## src/rtl/gpio_port_pkg.sv

```systemverilog
package gpio_port_pkg;
  // Window of data-register aliases: 4 bytes per mask combination.
  function automatic int unsigned data_window_bytes(int unsigned nlines);
    return 32'd1 << (nlines + 2);
  endfunction
endpackage

```

## src/rtl/gpio_bus_decode.sv

```systemverilog
module gpio_bus_decode #(
  parameter int NLINES = 8,
  parameter int ADDR_W = 12
) (
  input  logic              bus_valid,
  input  logic              bus_we,
  input  logic [ADDR_W-1:0] bus_addr,
  output logic              wr_data,
  output logic              wr_dir,
  output logic              rd_data,
  output logic              rd_dir,
  output logic [NLINES-1:0] addr_mask
);
  localparam int MASK_LO = 2;
  localparam int MASK_HI = NLINES + 1;
  localparam logic [ADDR_W-1:0] DIR_OFS =
    ADDR_W'(gpio_port_pkg::data_window_bytes(NLINES));

  logic in_window;
  logic at_dir;

  always_comb begin
    in_window = (bus_addr[ADDR_W-1:MASK_HI+1] == '0);
    at_dir    = (bus_addr == DIR_OFS);
    addr_mask = bus_addr[MASK_HI:MASK_LO];
    wr_data   = bus_valid &  bus_we & in_window;
    rd_data   = bus_valid & ~bus_we & in_window;
    wr_dir    = bus_valid &  bus_we & at_dir;
    rd_dir    = bus_valid & ~bus_we & at_dir;
  end
endmodule

```

## src/rtl/gpio_line_regs.sv

```systemverilog
module gpio_line_regs #(
  parameter int NLINES = 8,
  parameter int DATA_W = 32
) (
  input  logic              clk,
  input  logic              rst,
  input  logic              wr_data,
  input  logic              wr_dir,
  input  logic              rd_data,
  input  logic              rd_dir,
  input  logic [NLINES-1:0] addr_mask,
  input  logic [DATA_W-1:0] wdata,
  input  logic [NLINES-1:0] pin_in,
  output logic [NLINES-1:0] data_q,
  output logic [NLINES-1:0] dir_q,
  output logic [DATA_W-1:0] rdata
);
  logic [NLINES-1:0] wmask;
  logic [NLINES-1:0] data_d;

  always_comb begin
    wmask  = wr_data ? (addr_mask & dir_q) : '0;
    // Output lines: keep or take masked write; input lines: follow pin.
    data_d = (data_q & dir_q & ~wmask)
           | (wdata[NLINES-1:0] & wmask)
           | (pin_in & ~dir_q);
  end

  always_ff @(posedge clk) begin
    if (rst) begin
      data_q <= '0;
      dir_q  <= '0;
      rdata  <= '0;
    end else begin
      data_q <= data_d;
      if (wr_dir) dir_q <= wdata[NLINES-1:0];
      if (rd_data)     rdata <= DATA_W'(data_q & addr_mask);
      else if (rd_dir) rdata <= DATA_W'(dir_q);
      else             rdata <= '0;
    end
  end
endmodule

```

## src/rtl/gpio_pad_resolve.sv

```systemverilog
module gpio_pad_resolve #(
  parameter int                NLINES      = 8,
  parameter logic [NLINES-1:0] PULLUP_MASK = '1,
  parameter logic [NLINES-1:0] PULLDN_MASK = '0
) (
  input  logic              clk,
  input  logic              rst,
  input  logic [NLINES-1:0] data_q,
  input  logic [NLINES-1:0] dir_q,
  output logic [NLINES-1:0] pad_out,
  output logic [NLINES-1:0] pad_chg
);
  localparam logic [NLINES-1:0] FLOAT_MASK = ~(PULLUP_MASK | PULLDN_MASK);

  for (genvar i = 0; i < NLINES; i++) begin : g_line
    logic pad_r;
    logic chg_r;
    logic pad_n;

    // Variant per line chosen by the pull parameters.
    if (PULLUP_MASK[i]) begin : g_up
      assign pad_n = dir_q[i] ? data_q[i] : 1'b1;
    end else if (FLOAT_MASK[i]) begin : g_hold
      assign pad_n = dir_q[i] ? data_q[i] : pad_r;
    end else begin : g_down
      assign pad_n = dir_q[i] ? data_q[i] : 1'b0;
    end

    always_ff @(posedge clk) begin
      if (rst) begin
        pad_r <= PULLUP_MASK[i];
        chg_r <= 1'b0;
      end else begin
        pad_r <= pad_n;
        chg_r <= pad_n ^ pad_r;
      end
    end

    assign pad_out[i] = pad_r;
    assign pad_chg[i] = chg_r;
  end
endmodule

```

## src/rtl/gpio_masked_port.sv

```systemverilog
module gpio_masked_port #(
  parameter int          NLINES      = 8,
  parameter int          ADDR_W      = 12,
  parameter int          DATA_W      = 32,
  parameter logic [7:0]  PULLUP_MASK = 8'hFF,
  parameter logic [7:0]  PULLDN_MASK = 8'h00
) (
  input  logic              clk,
  input  logic              rst,
  input  logic              bus_valid,
  input  logic              bus_we,
  input  logic [ADDR_W-1:0] bus_addr,
  input  logic [DATA_W-1:0] bus_wdata,
  output logic [DATA_W-1:0] bus_rdata,
  input  logic [NLINES-1:0] pin_in,
  output logic [NLINES-1:0] pad_out,
  output logic [NLINES-1:0] pad_chg
);
  logic              wr_data, wr_dir, rd_data, rd_dir;
  logic [NLINES-1:0] addr_mask;
  logic [NLINES-1:0] data_q;
  logic [NLINES-1:0] dir_q;

  gpio_bus_decode #(.NLINES(NLINES), .ADDR_W(ADDR_W)) u_dec (
    .bus_valid (bus_valid),
    .bus_we    (bus_we),
    .bus_addr  (bus_addr),
    .wr_data   (wr_data),
    .wr_dir    (wr_dir),
    .rd_data   (rd_data),
    .rd_dir    (rd_dir),
    .addr_mask (addr_mask)
  );

  gpio_line_regs #(.NLINES(NLINES), .DATA_W(DATA_W)) u_regs (
    .clk       (clk),
    .rst       (rst),
    .wr_data   (wr_data),
    .wr_dir    (wr_dir),
    .rd_data   (rd_data),
    .rd_dir    (rd_dir),
    .addr_mask (addr_mask),
    .wdata     (bus_wdata),
    .pin_in    (pin_in),
    .data_q    (data_q),
    .dir_q     (dir_q),
    .rdata     (bus_rdata)
  );

  gpio_pad_resolve #(
    .NLINES      (NLINES),
    .PULLUP_MASK (NLINES'(PULLUP_MASK)),
    .PULLDN_MASK (NLINES'(PULLDN_MASK))
  ) u_pad (
    .clk     (clk),
    .rst     (rst),
    .data_q  (data_q),
    .dir_q   (dir_q),
    .pad_out (pad_out),
    .pad_chg (pad_chg)
  );
endmodule

```

## config.mk

```make
export PLATFORM = sky130hd
export DESIGN_NAME = gpio_masked_port
export DESIGN_NICKNAME = d
export VERILOG_FILES = /design/src/rtl/gpio_port_pkg.sv /design/src/rtl/gpio_bus_decode.sv /design/src/rtl/gpio_line_regs.sv /design/src/rtl/gpio_pad_resolve.sv /design/src/rtl/gpio_masked_port.sv
export SDC_FILE = /design/constraint.sdc
export NUM_CORES = 1
export LEC_CHECK = 0
export BUFFER_PORTS_ARGS = -buffer_cell sky130_fd_sc_hd__buf_2
export CAP_MARGIN = 20
export CORE_ASPECT_RATIO = 0.9
export CORE_UTILIZATION = 47
export CTS_CLUSTER_DIAMETER = 200
export DETAILED_ROUTE_END_ITERATION = 12
export GPL_TIMING_DRIVEN = 0
export HOLD_SLACK_MARGIN = 0.1
export PLACE_DENSITY = 0.83
export SLEW_MARGIN = 20
export SYNTH_ARGS = -nofsm -noshare
export SYNTH_HDL_FRONTEND = slang
export SYNTH_SLANG_ARGS = --single-unit
```

## constraint.sdc

```tcl
create_clock -name clk -period 3.1 [get_ports clk]
set_input_delay 0.62 -clock clk [delete_from_list [all_inputs] [get_ports clk]]
set_output_delay 0.62 -clock clk [all_outputs]
set_load 0.02 [all_outputs]
```

==> results.cfg, run 1 <==
[synth]
synthSimpleGateAreaFrac = 0.248
synth.distinct_cells = 21
synth-seq-cells = 40
synthXorXnorAreaFrac = 0.0370
syn_area_per_cell_um2 = 9.91
synth_compound_area_frac = 0.0793
ys_seq_area_frac = 0.423
syn_area_mm2 = 0.00189
muxShareOfSynthArea = 0.0423
syn_inst = 191
synthAdderAreaFrac = 0
yosys_warnings = 0
synth_top_family_by_area = simple AND/OR/NAND/NOR gates

[finish]
antennaDiodeCount = 0
drive_above_1_share = 0.390
area_growth_pct = 27.8
fin_nets = 332

[routing]
drt_iter0_drc = 88
wire_per_inst_um = 11.3
drtPass1Iterations = 4
drc_errors = 0
vias = 1476
ant_nets = 0
drt_wl_total_um = 3640
viasPerCell = 4.57

[critical_path]
path_depth = 4
cp-start-kind = input port
worst_ep_required_time_ns = 3.34
slowest_delay_ns = 0.80
worstReg2RegEnd = u_regs.data_q[2]
startpoint = bus_addr[4]
crit_family = simple AND/OR/NAND/NOR gates
path_class = in2reg
path_buf_inv = 1
slowest_stage = nor4_2
rr_worst_depth = 2
path_cells = buf_2 -> or4_4 -> nor4_2 -> a32o_1
crit_path_end = u_regs.rdata[6]
endpoint_kind = register
critPathMaxFanout = 8
r2r_slack_ns = 2.02
crit_arrival_ns = 2.34
rr_startpoint = u_regs.dir_q[2]

[timing]
max_slew_margin = 0.414
worst_slew_pin_slew_ns = 0.871
skew_ns = 0.00644
min_period_ns = 2.09
tns_ns = 0
final.period_utilization = 0.675
rsz0062_at_grt = no
slew_violations = 0
timing.fmax_mhz = 478
final-setup-viol-count = 0
hold_violations = 0

[grt]
grt_max_degree = 13
grt-ovfl-total = 0
antenna_found_initial = 0
grt_pass1_wl_um = 6030
gr-usage-all-layers = 0.193
grt_pass1_vias = 1324

[clock_network]
clock_path_buffers = 2
cts_tree = built
root_buffer = clkbuf_8
cts_setup_buffers = 0
clock_latency_ns = 0.30
cts_inserted_buffers = 5
ctsHoldBuffers = 0
cts.sink_count = 40
cts.clk_slew.worst_paths_ns = 0.08
htree_levels = 2
ctsResizeCount = 0

[floorplan]
fp-row-count = 21
die_h_um = 62.2
core-area_mm2 = 0.00378
die_w_um = 68.9
initial_utilization = 0.500
num_io_pins = 104
die-area_mm2 = 0.00429

[run_status]
status = complete, no violations

[placement]
hpwl_um = 2760
io_buffer_count = 55
routabilityCongestion = 0.788

[power_and_ir_drop]
power.leakage_nw = 1.13
powerDensity_mw_per_mm2 = 434
ir_worst_vdd_mv = 0.257
p_total_mw = 1.05

[flow_run]
cap_violations = 0

[min_path]
hold_path.class = reg2reg
==> tightest hold or removal path, cell delays in order (launching register included) <==
cell      delay [ns]
dfxtp_1         0.33
nor2b_1         0.07
nand2b_1        0.06
==> state kept, by name, indices dropped and copies added (netlist names) <==
name	count
u_regs.dir_q	8
u_regs.data_q	8
u_pad.g_line.chg_r	8
u_pad.g_line.pad_r	8
u_regs.rdata	8
==> cell type report <==
type                       count  area (um2)
sequential                    40         801
multi-input combinational    129         860
buffer                        45         319
clock inverter                 2        35.0
tap                           46        57.6
fill                         346        1360
timing repair buffer          55         275
clock buffer                   6        72.6
==> kinds of logic (layout without fill, tap and decap cells) <==
family | after synthesis | in the layout
AND/OR/NAND/NOR | 73 | 73
flip-flops | 40 | 40
multiplexers | 8 | 8
AO/OA/AOI/OAI | 16 | 16
other | 1 | 24
XOR/XNOR | 8 | 8
buffers and inverters | 45 | 108
==> layout by cell type (no fill, tap or decap), drive strengths merged, types with 11 or more instances in the layout <==
| cell type | count |
|---|---|
| buf | 95 |
| clkbuf | 11 |
| conb | 24 |
| dfxtp | 40 |
| nand2b | 24 |
| nor2 | 17 |
==> metal layers <==
metal / part of all wire / up-vias / track usage
met5: 0 / - / 0
met4: 0.017 / 0 / 0.0765
met3: 0.071 / 8 / 0.0643
met2: 0.48 / 49 / 0.294
met1: 0.43 / 655 / 0.247
li1: - / 764 / -
==> report_power, final <==
| group | internal (mW) | total (mW) | switching [mW] | leakage, nW |
|---|---|---|---|---|
| sequential | 0.519 | 0.522 | 0.00256 | 0.325 |
| clock | 0.239 | 0.422 | 0.183 | 0.0552 |
| combinational | 0.0483 | 0.107 | 0.0586 | 0.749 |
| total | 0.806 | 1.05 | 0.244 | 1.13 |
==> how the worst min path moves through the flow <==
| stage | cells past startpoint | slack (ns) | start | to |
|---|---|---|---|---|
| CTS | 2 | 0.50 | u_regs.data_q[4] | u_pad.g_line[4].pad_r |
| floorplan | 2 | 0.45 | u_regs.data_q[0] | u_pad.g_line[0].pad_r |
| global route | 1 | 0.53 | u_regs.data_q[5] | u_regs.rdata[5] |
| global placement | 2 | 0.47 | u_regs.data_q[2] | u_pad.g_line[2].pad_r |
| detailed placement | 2 | 0.48 | u_regs.data_q[4] | u_pad.g_line[4].pad_r |
| finish | 2 | 0.49 | u_regs.data_q[4] | u_pad.g_line[4].pad_r |
==> through the flow <==
stage | worst slack, ns | cell area (um2) | hold WS (ns) | std cells | utilization
2_1_floorplan | 1.05 | 1980 | 0.454 | 214 | -
3_3_place_gp | 0.656 | 2310 | 0.468 | 315 | 0.611
3_5_place_dp | 0.664 | 2310 | 0.479 | 315 | 0.611
4_1_cts | 0.976 | 2420 | 0.497 | 323 | 0.640
5_1_grt | 0.912 | 2420 | 0.534 | 323 | 0.640
6_report | 1.01 | 2420 | 0.491 | 323 | 0.640
==> synth_stat cells <==
cell type | count | area [um2]
a2111oi_0 | 8 | 70.1
a32o_1 | 8 | 80.1
and4b_1 | 8 | 80.1
and4bb_2 | 1 | 12.5
buf_4 | 40 | 300
clkbuf_1 | 5 | 18.8
conb_1 | 1 | 3.75
dfxtp_1 | 40 | 801
mux2i_1 | 8 | 80.1
nand2_1 | 8 | 30.0
nand2b_1 | 24 | 150
nand3b_1 | 1 | 7.51
nor2_1 | 17 | 63.8
nor2b_1 | 8 | 50.1
nor4_2 | 1 | 12.5
nor4_4 | 1 | 21.3
or3_1 | 1 | 6.26
or4_4 | 1 | 11.3
or4b_2 | 1 | 10.0
or4b_4 | 1 | 13.8
xor2_1 | 8 | 70.1
No activity file was read; power rests on OpenSTA's default activity.
==> inputs of run 2 (changes only) <==
--- a/config.mk
+++ b/config.mk
@@ -8,12 +8,12 @@
 export BUFFER_PORTS_ARGS = -buffer_cell sky130_fd_sc_hd__buf_2
 export CAP_MARGIN = 20
 export CORE_ASPECT_RATIO = 0.9
-export CORE_UTILIZATION = 47
+export CORE_UTILIZATION = 44
 export CTS_CLUSTER_DIAMETER = 200
 export DETAILED_ROUTE_END_ITERATION = 12
 export GPL_TIMING_DRIVEN = 0
 export HOLD_SLACK_MARGIN = 0.1
-export PLACE_DENSITY = 0.83
+export PLACE_DENSITY = 0.78
 export SLEW_MARGIN = 20
 export SYNTH_ARGS = -nofsm -noshare
 export SYNTH_HDL_FRONTEND = slang
==> constraint.sdc (replaced) <==
create_clock -name clk -period 1.95 [get_ports clk]
set_input_delay 0.39 -clock clk [delete_from_list [all_inputs] [get_ports clk]]
set_output_delay 0.39 -clock clk [all_outputs]
set_load 0.02 [all_outputs]
==> run 2 against run 1 <==
The flow now finishes with violations (design-rule violations). Clock power rose by 30%. Critical path depth is the same. Global-route usage fell by 2.5 points. Via count decreased by 1.3%. Sequential cell count did not move. Sequential share of layout area rose by 0.21 points. Combinational power is 58% higher. Worst hold slack worse by 0.12 ns.
==> results.cfg, run 2 (synthesis gave the netlist of run 1 again) <==
[run_status]
status = finished with violations
violations = design-rule violations

[timing]
max_slew_margin = 0.400
min_period_ns = 1.89
skew_ns = 0.00661
setup_ws_ns = 0.0560
slew_violations = 0
final-setup-viol-count = 0
rsz0062_at_grt = no
whs_ns = 0.366
final.period_utilization = 0.971
timing.fmax_mhz = 528
hold_violations = 0
worst_slew_pin_slew_ns = 0.893

[clock_network]
htree_levels = 2
cts_setup_buffers = 0
clock_path_buffers = 2
cts_tree = built
clock_latency_ns = 0.29
cts.clk_slew.worst_paths_ns = 0.07
cts.sink_count = 40
root_buffer = clkbuf_8
cts_inserted_buffers = 5
ctsHoldBuffers = 0
ctsResizeCount = 0

[placement]
place_area_mm2 = 0.00231
placed_cells_incl_taps = 317
hpwl_um = 2730
io_buffer_count = 55
routabilityCongestion = 0.777
dp_worst_setup_slack_ns = -0.245

[grt]
grt_pass1_vias = 1314
gr-usage-all-layers = 0.169
grt-ovfl-total = 0
grt_max_degree = 12
grt_pass1_wl_um = 5820
antenna_found_initial = 0

[finish]
layoutNonFillerInstCount = 325
area_growth_pct = 27.0
drive_above_1_share = 0.386
multi_input_area_um2 = 860
fin_nets = 332
fillers = 386
regArea_um2 = 801
fin_area_mm2 = 0.00240
final_common_cell = buf_2
final_cell_mix = 55 x buf_2, 40 x buf_4, 40 x dfxtp_1
antennaDiodeCount = 0

[flow_run]
cap_violations = 0

[floorplan]
core-area_mm2 = 0.00410
initial_utilization = 0.462
die_w_um = 71.1
die_h_um = 64.2
num_io_pins = 104
die-area_mm2 = 0.00457
fp-row-count = 22

[critical_path]
cp-start-kind = input port
critPathMaxFanout = 8
r2r_slack_ns = 0.87
crit_arrival_ns = 2.12
path_class = in2reg
rr_worst_depth = 3
endpoint_kind = register
worst_ep_required_time_ns = 2.17

[routing]
wire_per_inst_um = 10.8
vias = 1457
drc_errors = 6
drt_iter0_drc = 51
ant_nets = 0
drt_wl_total_um = 3520
drtPass1Iterations = 8
viasPerCell = 4.48

[power_and_ir_drop]
powerDensity_mw_per_mm2 = 644
power.leakage_nw = 1.12
ir_worst_vdd_mv = 0.230

[min_path]
holdPathStages = 3
hold_path.class = in2reg
run 2: path summary, 6_finish.rpt:
kind | startpoint | end
setup / recovery | bus_we | u_regs.rdata[3]
hold reg to reg | u_regs.data_q[6] | u_pad.g_line[6].pad_r
hold / removal | bus_wdata[1] | u_regs.dir_q[1]
setup reg to reg | u_regs.dir_q[0] | u_pad.g_line[0].chg_r
run 2: layout make-up:
class | instances | area share
Multi-Input combinational cell | 129 | 0.357
Sequential cell | 40 | 0.333
Buffer | 45 | 0.133
Timing Repair Buffer | 55 | 0.114
Clock buffer | 8 | 0.0375
Tap cell | 48 | 0.0250
run 2: per-stage QoR:
step | TNS, ns | power, mW | utilization
3_5_place_dp | -3.27 | 1.02 | 0.564
5_1_grt | 0 | 1.63 | 0.586
4_1_cts | 0 | 1.56 | 0.586
3_3_place_gp | -3.03 | 1.01 | 0.564
2_1_floorplan | 0 | 0.964 | -
6_report | 0 | 1.55 | 0.586
run 2: per-layer routing:
metal / vias to the layer above / share of wire / global-route usage
met1: 634 / 0.48 / 0.209
met5: - / 0 / 0
li1: 766 / - / -
met4: 0 / 0.018 / 0.0825
met2: 50 / 0.45 / 0.273
met3: 7 / 0.054 / 0.0410
run 2: where the power goes:
group	switching (mW)	internal (mW)
Sequential	0.00424	0.826
Clock	0.260	0.288
Combinational	0.0921	0.0768
run 2: worst max-delay path, stage by stage:
cell and delay [ns]:
buf_2 0.11, or4b_2 0.69, nor4_2 0.69, a32o_1 0.23
